<file path="src/rtl/ssi_tx_pkg.sv">
package ssi_tx_pkg;
    localparam int WORD_W = 16;
    localparam int CNT_W  = $clog2(WORD_W);

    typedef enum logic [1:0] {
        WL_8  = 2'd0,
        WL_10 = 2'd1,
        WL_12 = 2'd2,
        WL_16 = 2'd3
    } wlen_e;

    typedef enum logic {
        ST_IDLE  = 1'b0,
        ST_SHIFT = 1'b1
    } shstate_e;

    function automatic logic [CNT_W:0] wl_bits(input wlen_e code);
        unique case (code)
            WL_8:    wl_bits = (CNT_W+1)'(8);
            WL_10:   wl_bits = (CNT_W+1)'(10);
            WL_12:   wl_bits = (CNT_W+1)'(12);
            default: wl_bits = (CNT_W+1)'(16);
        endcase
    endfunction
endpackage

</file>
<file path="src/rtl/sertx_fifo.sv">
module sertx_fifo
    import ssi_tx_pkg::*;
#(
    parameter int DEPTH = 8,
    localparam int AW   = $clog2(DEPTH),
    localparam int LW   = AW + 1
) (
    input  logic              clk,
    input  logic              rst_n,
    input  logic              push,
    input  logic [WORD_W-1:0] din,
    input  logic              pop,
    output logic [WORD_W-1:0] dout,
    output logic [LW-1:0]     level
);
    logic [WORD_W-1:0] mem [DEPTH];
    logic [AW-1:0]     wptr, rptr;

    assign dout = mem[rptr];

    always_ff @(posedge clk) begin
        if (push) mem[wptr] <= din;
    end

    always_ff @(posedge clk or negedge rst_n) begin
        if (!rst_n) begin
            wptr  <= '0;
            rptr  <= '0;
            level <= '0;
        end else begin
            if (push) wptr <= (wptr == AW'(DEPTH-1)) ? '0 : wptr + 1'b1;
            if (pop)  rptr <= (rptr == AW'(DEPTH-1)) ? '0 : rptr + 1'b1;
            unique case ({push, pop})
                2'b10:   level <= level + 1'b1;
                2'b01:   level <= level - 1'b1;
                default: level <= level;
            endcase
        end
    end

    // the queue never takes a word when it already holds DEPTH
    p_no_overflow_r3: assert property (@(posedge clk) disable iff (!rst_n)
        push |-> (level < LW'(DEPTH)));

    // a word is only taken from a non-empty queue
    p_pop_nonempty_r2: assert property (@(posedge clk) disable iff (!rst_n)
        pop |-> (level != '0));
endmodule

</file>
<file path="src/rtl/sertx_shifter.sv">
module sertx_shifter
    import ssi_tx_pkg::*;
(
    input  logic              clk,
    input  logic              rst_n,
    input  logic              bit_tick,
    input  logic              fsync,
    input  logic              load_ok,
    input  logic [WORD_W-1:0] load_word,
    input  logic [1:0]        word_len,
    input  logic              lsb_first,
    output logic              take,
    output logic              sdo,
    output logic              underrun
);
    shstate_e          state, state_n;
    logic [WORD_W-1:0] sreg;
    logic [CNT_W-1:0]  left;
    logic              dir;
    logic [CNT_W:0]    nbits;
    logic [CNT_W:0]    skip;
    logic [WORD_W-1:0] src, src_al;

    always_comb begin
        nbits  = wl_bits(wlen_e'(word_len));
        skip   = (CNT_W+1)'(WORD_W) - nbits;
        src    = load_ok ? load_word : '0;
        src_al = lsb_first ? (src >> skip) : src;
        take   = bit_tick && fsync && ((state == ST_IDLE) || (left == '0));
    end

    always_comb begin
        state_n = state;
        unique case (state)
            ST_IDLE:  if (bit_tick && fsync)  state_n = ST_SHIFT;
            ST_SHIFT: if (bit_tick && !fsync) state_n = ST_IDLE;
            default:  state_n = ST_IDLE;
        endcase
    end

    always_ff @(posedge clk or negedge rst_n) begin
        if (!rst_n) state <= ST_IDLE;
        else        state <= state_n;
    end

    always_ff @(posedge clk or negedge rst_n) begin
        if (!rst_n) begin
            sreg     <= '0;
            left     <= '0;
            dir      <= 1'b0;
            sdo      <= 1'b0;
            underrun <= 1'b0;
        end else if (take) begin
            dir      <= lsb_first;
            underrun <= !load_ok;
            left     <= CNT_W'(nbits - 1'b1);
            sdo      <= lsb_first ? src_al[0] : src_al[WORD_W-1];
            sreg     <= lsb_first ? (src_al >> 1) : (src_al << 1);
        end else if (bit_tick && fsync && (state == ST_SHIFT)) begin
            sdo  <= dir ? sreg[0] : sreg[WORD_W-1];
            sreg <= dir ? (sreg >> 1) : (sreg << 1);
            left <= left - 1'b1;
        end else if (bit_tick && !fsync) begin
            sdo  <= 1'b0;
            left <= '0;
        end
    end

    // the line is quiet whenever the serializer is idle
    p_idle_quiet_r8: assert property (@(posedge clk) disable iff (!rst_n)
        (state == ST_IDLE) |-> !sdo);

    // a fill word carries only zeros
    p_fill_is_zero_r9: assert property (@(posedge clk) disable iff (!rst_n)
        underrun |-> !sdo);
endmodule

</file>
<file path="src/rtl/ssi_tx_channel.sv">
module ssi_tx_channel
    import ssi_tx_pkg::*;
#(
    parameter int DEPTH = 8,
    localparam int AW   = $clog2(DEPTH),
    localparam int LW   = AW + 1
) (
    input  logic              clk,
    input  logic              rst_n,
    input  logic              wr_en,
    input  logic [WORD_W-1:0] wr_data,
    input  logic              fifo_en,
    input  logic [1:0]        word_len,
    input  logic              lsb_first,
    input  logic              int_en,
    input  logic [AW-1:0]     fifo_thresh,
    input  logic              bit_tick,
    input  logic              fsync,
    output logic              sdo,
    output logic              hold_empty,
    output logic [LW-1:0]     fifo_level,
    output logic              irq,
    output logic              underrun
);
    logic              hold_v;
    logic [WORD_W-1:0] hold_d;
    logic              push, pop, take, load_ok, bypass_take;
    logic [WORD_W-1:0] fifo_dout, load_word;

    always_comb begin
        push        = fifo_en && hold_v && (fifo_level < LW'(DEPTH));
        load_ok     = fifo_en ? (fifo_level != '0) : hold_v;
        load_word   = fifo_en ? fifo_dout : hold_d;
        pop         = take && fifo_en && (fifo_level != '0);
        bypass_take = take && !fifo_en && hold_v;
        hold_empty  = !hold_v;
        irq         = int_en && !hold_v && (fifo_level < {1'b0, fifo_thresh});
    end

    always_ff @(posedge clk or negedge rst_n) begin
        if (!rst_n) begin
            hold_v <= 1'b0;
            hold_d <= '0;
        end else if (wr_en) begin
            hold_v <= 1'b1;
            hold_d <= wr_data;
        end else if (push || bypass_take) begin
            hold_v <= 1'b0;
        end
    end

    sertx_fifo #(.DEPTH(DEPTH)) u_fifo (
        .clk   (clk),
        .rst_n (rst_n),
        .push  (push),
        .din   (hold_d),
        .pop   (pop),
        .dout  (fifo_dout),
        .level (fifo_level)
    );

    sertx_shifter u_shift (
        .clk       (clk),
        .rst_n     (rst_n),
        .bit_tick  (bit_tick),
        .fsync     (fsync),
        .load_ok   (load_ok),
        .load_word (load_word),
        .word_len  (word_len),
        .lsb_first (lsb_first),
        .take      (take),
        .sdo       (sdo),
        .underrun  (underrun)
    );

    // any write leaves the holding register full after the edge
    p_write_fills_r3: assert property (@(posedge clk) disable iff (!rst_n)
        wr_en |=> !hold_empty);

    // a request is only raised while the holding register is empty
    p_irq_needs_empty_r10: assert property (@(posedge clk) disable iff (!rst_n)
        irq |-> hold_empty);
endmodule

</file>
<file path="config.mk">
export PLATFORM = sky130hd
export DESIGN_NAME = ssi_tx_channel
export DESIGN_NICKNAME = d
export VERILOG_FILES = /design/src/rtl/ssi_tx_pkg.sv /design/src/rtl/sertx_fifo.sv /design/src/rtl/sertx_shifter.sv /design/src/rtl/ssi_tx_channel.sv
export SDC_FILE = /design/constraint.sdc
export NUM_CORES = 1
export LEC_CHECK = 0
export ABC_AREA = 1
export CORE_MARGIN = 3
export CORE_UTILIZATION = 60
export CTS_BUF_LIST = sky130_fd_sc_hd__clkbuf_8
export CTS_CLUSTER_DIAMETER = 120
export DETAILED_ROUTE_END_ITERATION = 6
export DONT_BUFFER_PORTS = 1
export HOLD_SLACK_MARGIN = 0.02
export PLACE_DENSITY = 0.83
export SLEW_MARGIN = 15
export SYNTH_ARGS = -nofsm -noshare
export SYNTH_HDL_FRONTEND = slang
export SYNTH_SLANG_ARGS = --single-unit
export TNS_END_PERCENT = 20
</file>
<file path="constraint.sdc">
create_clock -name clk -period 2.9 [get_ports clk]
set_input_delay 0.29 -clock clk [delete_from_list [all_inputs] [get_ports clk]]
set_output_delay 0.29 -clock clk [all_outputs]
set_load 0.02 [all_outputs]
</file>
### After elaboration in Yosys (flattened, before gate mapping)

Memory sizes are Yosys's and may differ from the RTL's.
Index checks and enable logic that the tools add are counted.

* $add $sub $neg: 7
* order comparisons: 2
* eq/ne operators: 6
* shifts and indexed selects: 1
* mux-type cells: 27
* bitwise logic cells: 1
* reduce and logical (&&, ||, !) cells: 25

Operator list (number)
* 16-bit 2-to-1 mux: 7
* 16-bit by 5-bit right shift with 16-bit output: 1
* 5-bit one-hot mux with 3 select lines: 1
* 1-bit logical AND: 12
* 1-bit 2-to-1 mux: 12
* 4-bit 2-to-1 mux: 3
* 4-bit by 1-bit subtractor with 4-bit output, second input constant: 3
* 4-bit one-hot mux with 2 select lines: 1
* 3-bit by 1-bit adder with 3-bit output, second input constant: 2
* 3-bit equality test, second input constant: 2
* 3-bit 2-to-1 mux: 2
* 2-bit nonzero test: 3
* 5-bit subtractor, first input constant: 1
* 4-bit by 1-bit adder with 4-bit output, second input constant: 1
* 2-bit by 1-bit equality test with 1-bit output, second input constant: 2
* 2-bit equality test, second input constant: 2
* 1-bit logical NOT: 4
* 4-bit logical NOT: 1
* 4-bit by 3-bit less-than comparator with 1-bit output: 1
* 4-bit less-than comparator, second input constant: 1
* 4-bit nonzero test: 1
* 3-bit nonzero test: 1
* 2-bit logical NOT: 1
* 1-bit logical OR: 2
* 2 further kinds: 2

* flip-flop bits (word level): 51
* RAM bits: 128
* bits of input ports: 29
* output and inout bits: 8
* logic and storage cells: 81
* memories: 1

Memory list
* u_fifo.mem: words 8, bits a word 16, rd ports 1, clocked after Yosys merged registers in 0, wr ports 1, RTL line sertx_fifo.sv:16 `logic [WORD_W-1:0] mem [DEPTH];`

### Logic depth before layout (Yosys ltp)

Gate-level depths: netlist of run 1.

* depth after elaboration: 8
* depth in mapped cells: 15
* depth with buffers taken out: 14

### By module

From an unflattened synthesis of run 1, not the netlist that was laid out.

* cells, all modules: 882
* area total of the unflattened synthesis: 8648.3 um2

Modules (own cells, without submodules)
* sertx_fifo: times used 1, cells an instance 438, area an instance 5532.8 um2, seq. area each 4093.9 um2
* sertx_shifter: times used 1, cells an instance 315, area an instance 2130.8 um2, seq. area each 600.6 um2
* ssi_tx_channel: times used 1, cells an instance 129, area an instance 984.7 um2, seq. area each 425.4 um2

### Worst setup path after synthesis of run 1

OpenSTA, ideal clock, no wires.

* path type: register -> register
* start: register u_shift.left[0]
* end: register u_fifo.level[3]
* setup time: 0.081 ns
* arrival: 2.291 ns
* data required time: 2.819 ns
* path slack: 0.528 ns
* cell stages (with the launch flop): 14
* path buffers: 0
* clock period less this slack: 2.372 ns
* cell sequence: dfrtp_1 inv_1 ha_1 a31oi_4 nor2_4 inv_1 nor2_1 ha_1 xor2_1 nand2_1 o22ai_1 a21oi_1 o21ai_0 xnor2_1

* word-level cells in the longest chain between the ends: 7
* elaborated cells between the ends (all ways): 9
* classes of those cells: 2 x eq/ne; 1 x mux; 6 x reduce/logical

RTL lines
* start, declared: RTL line sertx_shifter.sv:18 `logic [CNT_W-1:0] left;`
* start signal, assigned: RTL line sertx_shifter.sv:56 `left <= CNT_W'(nbits - 1'b1);`
* start signal, assigned: RTL line sertx_shifter.sv:62 `left <= left - 1'b1;`
* 4-bit logical NOT (*): RTL line sertx_shifter.sv:29 `take = bit_tick && fsync && ((state == ST_IDLE) || (left == '0));`
* 1-bit logical OR (*): RTL line sertx_shifter.sv:29
* 1-bit logical AND (*): RTL line sertx_shifter.sv:29
* 1-bit logical AND (*) (2 in series): RTL line ssi_tx_channel.sv:34 `pop = take && fifo_en && (fifo_level != '0);`
* via pop: RTL line ssi_tx_channel.sv:27 `logic push, pop, take, load_ok, bypass_take;`
* 2-bit by 1-bit equality test with 1-bit output / 2-bit equality test (equally long branches): RTL line sertx_fifo.sv:33 `unique case ({push, pop})`
* 4-bit one-hot mux with 2 select lines / 2-bit nonzero test (equally long branches)
* end signal, assigned: RTL line sertx_fifo.sv:34 `2'b10: level <= level + 1'b1;`
* end signal, assigned: RTL line sertx_fifo.sv:35 `2'b01: level <= level - 1'b1;`
* end signal, assigned: RTL line sertx_fifo.sv:36 `default: level <= level;`
* end, declared: RTL line sertx_fifo.sv:14 `output logic [LW-1:0] level`

Mark *: on every way through the listed nets, which the timed path passes. The rest lies on a longest branch.
A chain may end at the register's enable or synchronous reset.

### Final worst setup path of run 1

Ends and elaborated chain as after synthesis.

==> run_results.csv, run 1 <==
group,metric,value,unit
sta,final_number_of_max_transition_violations,0,
logic_synthesis,synth.area.top_cells,"edfxtp_1 44%, dfrtp_1 14%, nand2_1 12%",
global_routing,grt_start_max_net_pins,67,
sta,fin_crit,2.49,ns
logic_synthesis,syn_nets,989,
run_status,status,"finished clean",
detailed_routing,viasPerCell,5.90,
die,dieArea,16200,sq um
logic_synthesis,syn-cell-area,8830,sq um
sta,slew_headroom,0.288,
clock_network,cts_buffer_depth,2,
global_routing,grt.overflow.total,0,
final_layout,most_frequent_standard_cell_in_the_layout_excluding_fill_and_tap_cells,"nand2_1",
detailed_routing,drt_first_iter_violations,788,
logic_synthesis,ys.warnings.count,0,
detailed_routing,remaining_drc_errors,0,
sta,final_min_period_over_clock_period,0.858,
logic_synthesis,yosys.area.top_type_share,0.435,
die,fp.coreArea,14100,sq um
job,max-cap-violations,0,
clock_network,cts-htree-levels,4,
die,placement_rows,43,
logic_synthesis,post_synth_inst_count,947,
final_layout,mostFrequentLayoutCells,"274 x nand2_1, 128 x edfxtp_1, 111 x nand3_1",
min_path,worst_hold_path.endpoint,"u_shift.sdo$_DFFE_PN0P_",
setup_path,r2r_cells,15,
setup_path,timing.rr.start,"u_shift.left[0]$_DFFE_PN0P_",
pwr,p_leak,4.09,nW
clock_network,tritoncts_num_sinks,179,
final_layout,finalNetCount,1004,
detailed_routing,vias_post_dr,6818,
placed_design,port_buffers,0,
setup_path,critPathBufInv,4,
clock_network,ctsResizeCount,0,
setup_path,worstSetupPathDepth,15,
global_routing,grt_pass1_vias,6457,
global_routing,grt_usage,0.275,
setup_path,setup.reg_to_reg.worst_slack,0.41,ns
detailed_routing,detail_route.first_pass.iterations,6,
logic_synthesis,ys_ff_latch,179,
setup_path,worstReg2RegEnd,"u_fifo.level[3]$_DFFE_PN0P_",
logic_synthesis,avgSynthCellArea,9.32,sq um
setup_path,timing.critical_path.to_type,"flop",
final_layout,growth_of_design_area_from_synthesis_to_finish,8.13,%
final_layout,drive_gt1_frac,0.0944,
logic_synthesis,synth.yosys.seq_area_share,0.580,
die,height_of_the_die,127,um
global_routing,grt_first_pass_wirelength,34.1,mm
clock_network,worst_skew_pair.late_latency,0.45,ns
sta,final.setup.tns,0,ns
logic_synthesis,synth_edf_count,128,
sta,finalClockSkew,0.00978,ns
setup_path,most_repeated_library_cell_on_the_critical_path,"inv_1",
setup_path,worstPathCellList,"inv_1 -> ha_1 -> a31oi_4 -> nor2_4 -> inv_1 -> nor2_1 -> buf_4 -> ha_1 -> nor2_1 -> inv_1 -> nand2_1 -> o22ai_1 -> a21oi_1 -> o21ai_0 -> xnor2_1",
clock_network,postCtsSetupBuffers,0,
die,start_util,0.624,
setup_path,crit_path_launch_type,"flop",
placed_design,detailed_placer_s_ending_hpwl,13.6,mm
sta,fmax,402,MHz
clock_network,cts_tree,"yes",
sta,worst_pin_slew,1.06,ns
setup_path,worstSetupStartpoint,"u_shift.left[0]$_DFFE_PN0P_",
detailed_routing,routed_length_per_instance,18.5,um
clock_network,cts.root.buffer_cell,"clkbuf_8",
pwr,power-per-cell-area,833,nW/um^2
setup_path,timing.critical_path.arrival,2.82,ns
setup_path,worst_ep_required_time,3.23,ns
final_layout,utilization,0.675,
die,ioPinCount,37,
setup_path,slowest_delay,0.37,ns
pwr,p_total,0.00795,W
setup_path,timing.critical_path.fanout_max,8,
pwr,peakVddDrop,0.703,mV
logic_synthesis,synth_ff_type,"edfxtp_1",
setup_path,critical-path-slowest-cell,"dfrtp_1",
min_path,timing.hold.worst.class,"in -> reg",
final_layout,insertedDiodeCount,0,
setup_path,critPathTopFamily,"compound AO/OA/AOI/OAI gates",
global_routing,antenna_found_initial,0,
logic_synthesis,synthDominantAreaCellType,"edfxtp_1",
placed_design,place_congestion,0.990,
die,die_width,127,um
setup_path,crit_type,"reg -> reg",
min_path,hold_path_startpoint,"bit_tick",
sta,count_of_endpoints_failing_setup_in_the_final_report,0,
detailed_routing,finalWirelength,21.4,mm
logic_synthesis,synth-async-reset-ratio,0.285,
sta,hold_violations,0,
clock_network,cts-buffers-inserted,17,
sta,fin_worst_hold_slack,0.0888,ns
clock_network,clock_edge_transition_at_the_registers_on_the_reported_setup_and_hold_paths,0.09,ns
min_path,hold-path-cell-count,3,
detailed_routing,ant_nets,0,
sta,rsz0062_at_grt,"no",
logic_synthesis,netlist-cell-type-count,42,
[sequential cells by signal (all words and copies together) (netlist names), 3 cells and up, named ones only]
name / flops
u_fifo.mem: 128
hold_d: 16
u_fifo.level: 4
u_fifo.wptr: 3
u_shift.sreg: 16
u_fifo.rptr: 3
u_shift.left: 4
[cells in the mapped netlist (2+ instances only)]
library cell  number
a21oi_1           34
a21oi_2            9
a22oi_1            2
a31o_2             6
a31oi_1            6
buf_1              2
buf_2             16
buf_4              4
buf_6             11
clkbuf_1          10
dfrtp_1           51
edfxtp_1         128
ha_1              13
inv_1             95
inv_2              5
nand2_1          274
nand2_2            8
nand3_1          111
nand3_2            4
nor2_1            62
nor2_2             2
o211ai_1           7
o211ai_2           3
o21ai_0           45
o21ai_1           13
o221ai_1           2
o22ai_1            4
or2_1              2
xnor2_1            3
xor2_1             3
[cell families after synthesis]
group	share of synthesized area
and+or+nand+nor	0.221
adders and majority gates	0.0184
buffers and inverters	0.0775
AOI/OAI and AO/OA	0.0971
xor gates and xnor gates	0.00595
DFF	0.580
[tightest hold or removal path: stages]
cell	delay (ns)
inv_1	0.07
nand2_1	0.07
nand3_1	0.07
[per-layer routing]
| layer | wire, um | GRT usage | part of all wire |
|---|---|---|---|
| met1 | 8790 | 0.382 | 0.41 |
| met2 | 10100 | 0.426 | 0.47 |
| met3 | 1900 | 0.0556 | 0.089 |
| met4 | 628 | 0.115 | 0.029 |
| met5 | 0 | 0 | 0 |
[power breakdown]
part           switching (W)  internal, W  total, W
sequential          0.000326      0.00312   0.00344
clock               0.000918     0.000772   0.00169
combinational        0.00192     0.000900   0.00282
[repair_timing]
action,in CTS,in global routing
endpoints found under the setup margin,0,0
endpoints found under the hold margin,69,0
hold buffers,21,0
[worst max path at each step]
stage	end	slack [ns]
2_1_floorplan	u_fifo.level[3]$_DFFE_PN0P_	0.53
3_3_place_gp	u_fifo.level[3]$_DFFE_PN0P_	0.62
3_5_place_dp	u_fifo.level[3]$_DFFE_PN0P_	0.48
4_1_cts	u_fifo.level[3]$_DFFE_PN0P_	0.46
5_1_grt	u_fifo.level[3]$_DFFE_PN0P_	0.18
6_report	u_fifo.level[3]$_DFFE_PN0P_	0.41
[stage by stage]
| stage | setup WS [ns] | cells | cell area, sq um |
|---|---|---|---|
| 2_1_floorplan | 0.528 | 947 | 8830 |
| 4_1_cts | 0.455 | 1155 | 9550 |
| 3_3_place_gp | 0.623 | 1102 | 8930 |
| 3_5_place_dp | 0.480 | 1102 | 8930 |
| 6_report | 0.412 | 1155 | 9550 |
| 5_1_grt | 0.183 | 1155 | 9550 |
[area by class of cell]
type | count | area (sq um)
clock buffer | 17 | 234
timing repair buffer | 40 | 393
fill | 1062 | 4600
clock inverter | 15 | 159
tap | 180 | 225
sequential | 179 | 5120
inverter | 102 | 390
multi-input combinational | 622 | 3030
No activity file was read; power rests on OpenSTA's default activity.
==> run 2, diff against run 1 <==
--- a/config.mk
+++ b/config.mk
@@ -12,6 +12,7 @@
 export CTS_CLUSTER_DIAMETER = 120
 export DETAILED_ROUTE_END_ITERATION = 6
 export DONT_BUFFER_PORTS = 1
+export GPL_TIMING_DRIVEN = 0
 export HOLD_SLACK_MARGIN = 0.02
 export PLACE_DENSITY = 0.83
 export SLEW_MARGIN = 15
==> constraint.sdc (replaced) <==
create_clock -name clk -period 2.9 [get_ports clk]
set_input_delay 0.58 -clock clk [delete_from_list [all_inputs] [get_ports clk]]
set_output_delay 0.58 -clock clk [all_outputs]
set_load 0.02 [all_outputs]
==> run 2 against run 1 <==
Against the previous run:
- clock power about the same
- register-to-register slack worse by 0.13 ns
- worst setup slack worse by 0.20 ns
- critical path depth fell by 11
- critical endpoint is now irq
- largest power group unchanged
==> run_results.csv, run 2 (same netlist as run 1, synthesis figures left out) <==
group,metric,value,unit
global_routing,grt_start_max_net_pins,52,
detailed_routing,ant_nets,0,
die,start_util,0.624,
clock_network,worst_skew_pair.late_latency,0.47,ns
setup_path,worstPathCellList,"ha_1 -> o21ai_0 -> nand2_1 -> a2111oi_2",
final_layout,insertedDiodeCount,0,
setup_path,critical-path-slowest-cell,"a2111oi_2",
sta,count_of_endpoints_failing_setup_in_the_final_report,0,
detailed_routing,routed_length_per_instance,19.9,um
clock_network,cts-htree-levels,4,
final_layout,finalNetCount,1020,
die,dieArea,16200,sq um
placed_design,place_congestion,0.980,
placed_design,place_worst_setup_slack,-0.0707,ns
run_status,status,"finished clean",
global_routing,grt_pass1_vias,6805,
sta,final_number_of_max_transition_violations,0,
sta,hold_violations,0,
sta,finalClockSkew,0.0133,ns
final_layout,largest_register,"u_fifo.mem",
sta,slew_headroom,0.530,
setup_path,critPathBufInv,0,
setup_path,setup.reg_to_reg.worst_slack,0.28,ns
clock_network,clock_edge_transition_at_the_registers_on_the_reported_setup_and_hold_paths,0.10,ns
detailed_routing,remaining_drc_errors,0,
sta,setup_ws,0.212,ns
final_layout,reg.largest.list,"u_fifo.mem x128, hold_d x16, u_shift.sreg x16",
min_path,hold_path_startpoint,"wr_data[1]",
setup_path,crit_type,"reg -> out",
job,max-cap-violations,0,
placed_design,place.detailed.instances,1135,
sta,rsz0062_at_grt,"no",
placed_design,detailed_placer_s_ending_hpwl,16.6,mm
global_routing,grt_usage,0.299,
placed_design,port_buffers,0,
detailed_routing,vias_post_dr,7022,
sta,fmax,372,MHz
setup_path,slowest_delay,0.59,ns
global_routing,grt_first_pass_wirelength,36.8,mm
final_layout,growth_of_design_area_from_synthesis_to_finish,9.44,%
setup_path,r2r_cells,13,
min_path,hold-path-cell-count,2,
setup_path,timing.rr.start,"u_shift.left[0]$_DFFE_PN0P_",
detailed_routing,detail_route.first_pass.iterations,6,
setup_path,worst_ep_required_time,2.32,ns
clock_network,cts-buffers-inserted,17,
setup_path,critPathTopFamily,"compound AO/OA/AOI/OAI gates",
min_path,worst_hold_path.endpoint,"hold_d[1]$_DFFE_PN0P_",
die,placement_rows,43,
final_layout,mostFrequentLayoutCells,"274 x nand2_1, 128 x edfxtp_1, 111 x nand3_1",
clock_network,cts.root.buffer_cell,"clkbuf_8",
die,fp.coreArea,14100,sq um
setup_path,timing.critical_path.to_type,"output pin",
global_routing,grt.overflow.total,0,
final_layout,layout.filler_cells,1109,
min_path,timing.hold.worst.class,"in -> reg",
setup_path,worstReg2RegEnd,"u_fifo.level[3]$_DFFE_PN0P_",
final_layout,utilization,0.683,
detailed_routing,finalWirelength,23.3,mm
final_layout,max_reg_flops,128,
global_routing,antenna_found_initial,0,
clock_network,cts_buffer_depth,2,
sta,final_min_period_over_clock_period,0.927,
pwr,power-per-cell-area,863,nW/um^2
setup_path,crit_path_launch_type,"flop",
setup_path,timing.critical_path.arrival,2.11,ns
sta,worst_pin_slew,0.705,ns
die,die_width,127,um
detailed_routing,drt_first_iter_violations,946,
die,height_of_the_die,127,um
pwr,p_leak,4.14,nW
detailed_routing,viasPerCell,6.00,
pwr,peakVddDrop,0.457,mV
setup_path,timing.critical_path.fanout_max,6,
pwr,p_total,0.00834,W
die,ioPinCount,37,
clock_network,cts_tree,"yes",
clock_network,tritoncts_num_sinks,179,
final_layout,finalNonFillerCells,1171,
final_layout,most_frequent_standard_cell_in_the_layout_excluding_fill_and_tap_cells,"nand2_1",
final_layout,drive_gt1_frac,0.130,
sta,fin_crit,2.69,ns
run 2: repair_timing:
action	in CTS	in global routing
setup endpoints to repair	3	2
hold buffers	2	0
pin swaps	0	1
endpoints found under the hold margin	51	0
buffers inserted	0	2
gates resized for setup	2	2
run 2: layout make-up:
type                            instances  area [sq um]  area share
Clock buffer                           17           234      0.0242
Tap cell                              180           225      0.0233
Sequential cell                       179          5120       0.530
Multi-Input combinational cell        622          3060       0.317
Timing Repair Buffer                   12           173      0.0179
Buffer                                 44           294      0.0304
Clock inverter                         15           165      0.0171
Inverter                              102           390      0.0404
run 2: worst max-delay path by stage:
| stage | cells past startpoint | end | startpoint |
|---|---|---|---|
| after floorplan | 5 | irq | fifo_thresh[1] |
| after global placement | 7 | u_fifo.mem[1][2]$_DFFE_PP_ | fifo_en |
| after detailed placement | 11 | u_fifo.level[3]$_DFFE_PN0P_ | fsync |
| after CTS | 13 | u_fifo.level[3]$_DFFE_PN0P_ | u_shift.left[0]$_DFFE_PN0P_ |
| after global routing | 4 | irq | u_fifo.level[1]$_DFFE_PN0P_ |
| final | 4 | irq | u_fifo.level[1]$_DFFE_PN0P_ |
run 2: per-stage QoR:
stage | hold WS (ns) | instance area (sq um) | TNS [ns]
after floorplan | 0.284 | 8830 | 0
after global placement | 0.285 | 9050 | -38.72
after detailed placement | 0.285 | 9200 | -0.0707
after CTS | 0.204 | 9640 | 0
after global routing | 0.200 | 9660 | 0
final | 0.232 | 9660 | 0
run 2: report_power, final:
group | total [W] | internal, W | leakage [nW] | switching (W)
clock | 0.00172 | 0.000719 | 0.195 | 0.000999
combinational | 0.00322 | 0.00106 | 2.16 | 0.00216
sequential | 0.00340 | 0.00312 | 1.78 | 0.000287
run 2: per-layer routing:
metal  wire length, um  global-route usage
met1              9860               0.427
met2             10500               0.448
met3              2280              0.0757
met4               685               0.110
met5                 0                   0
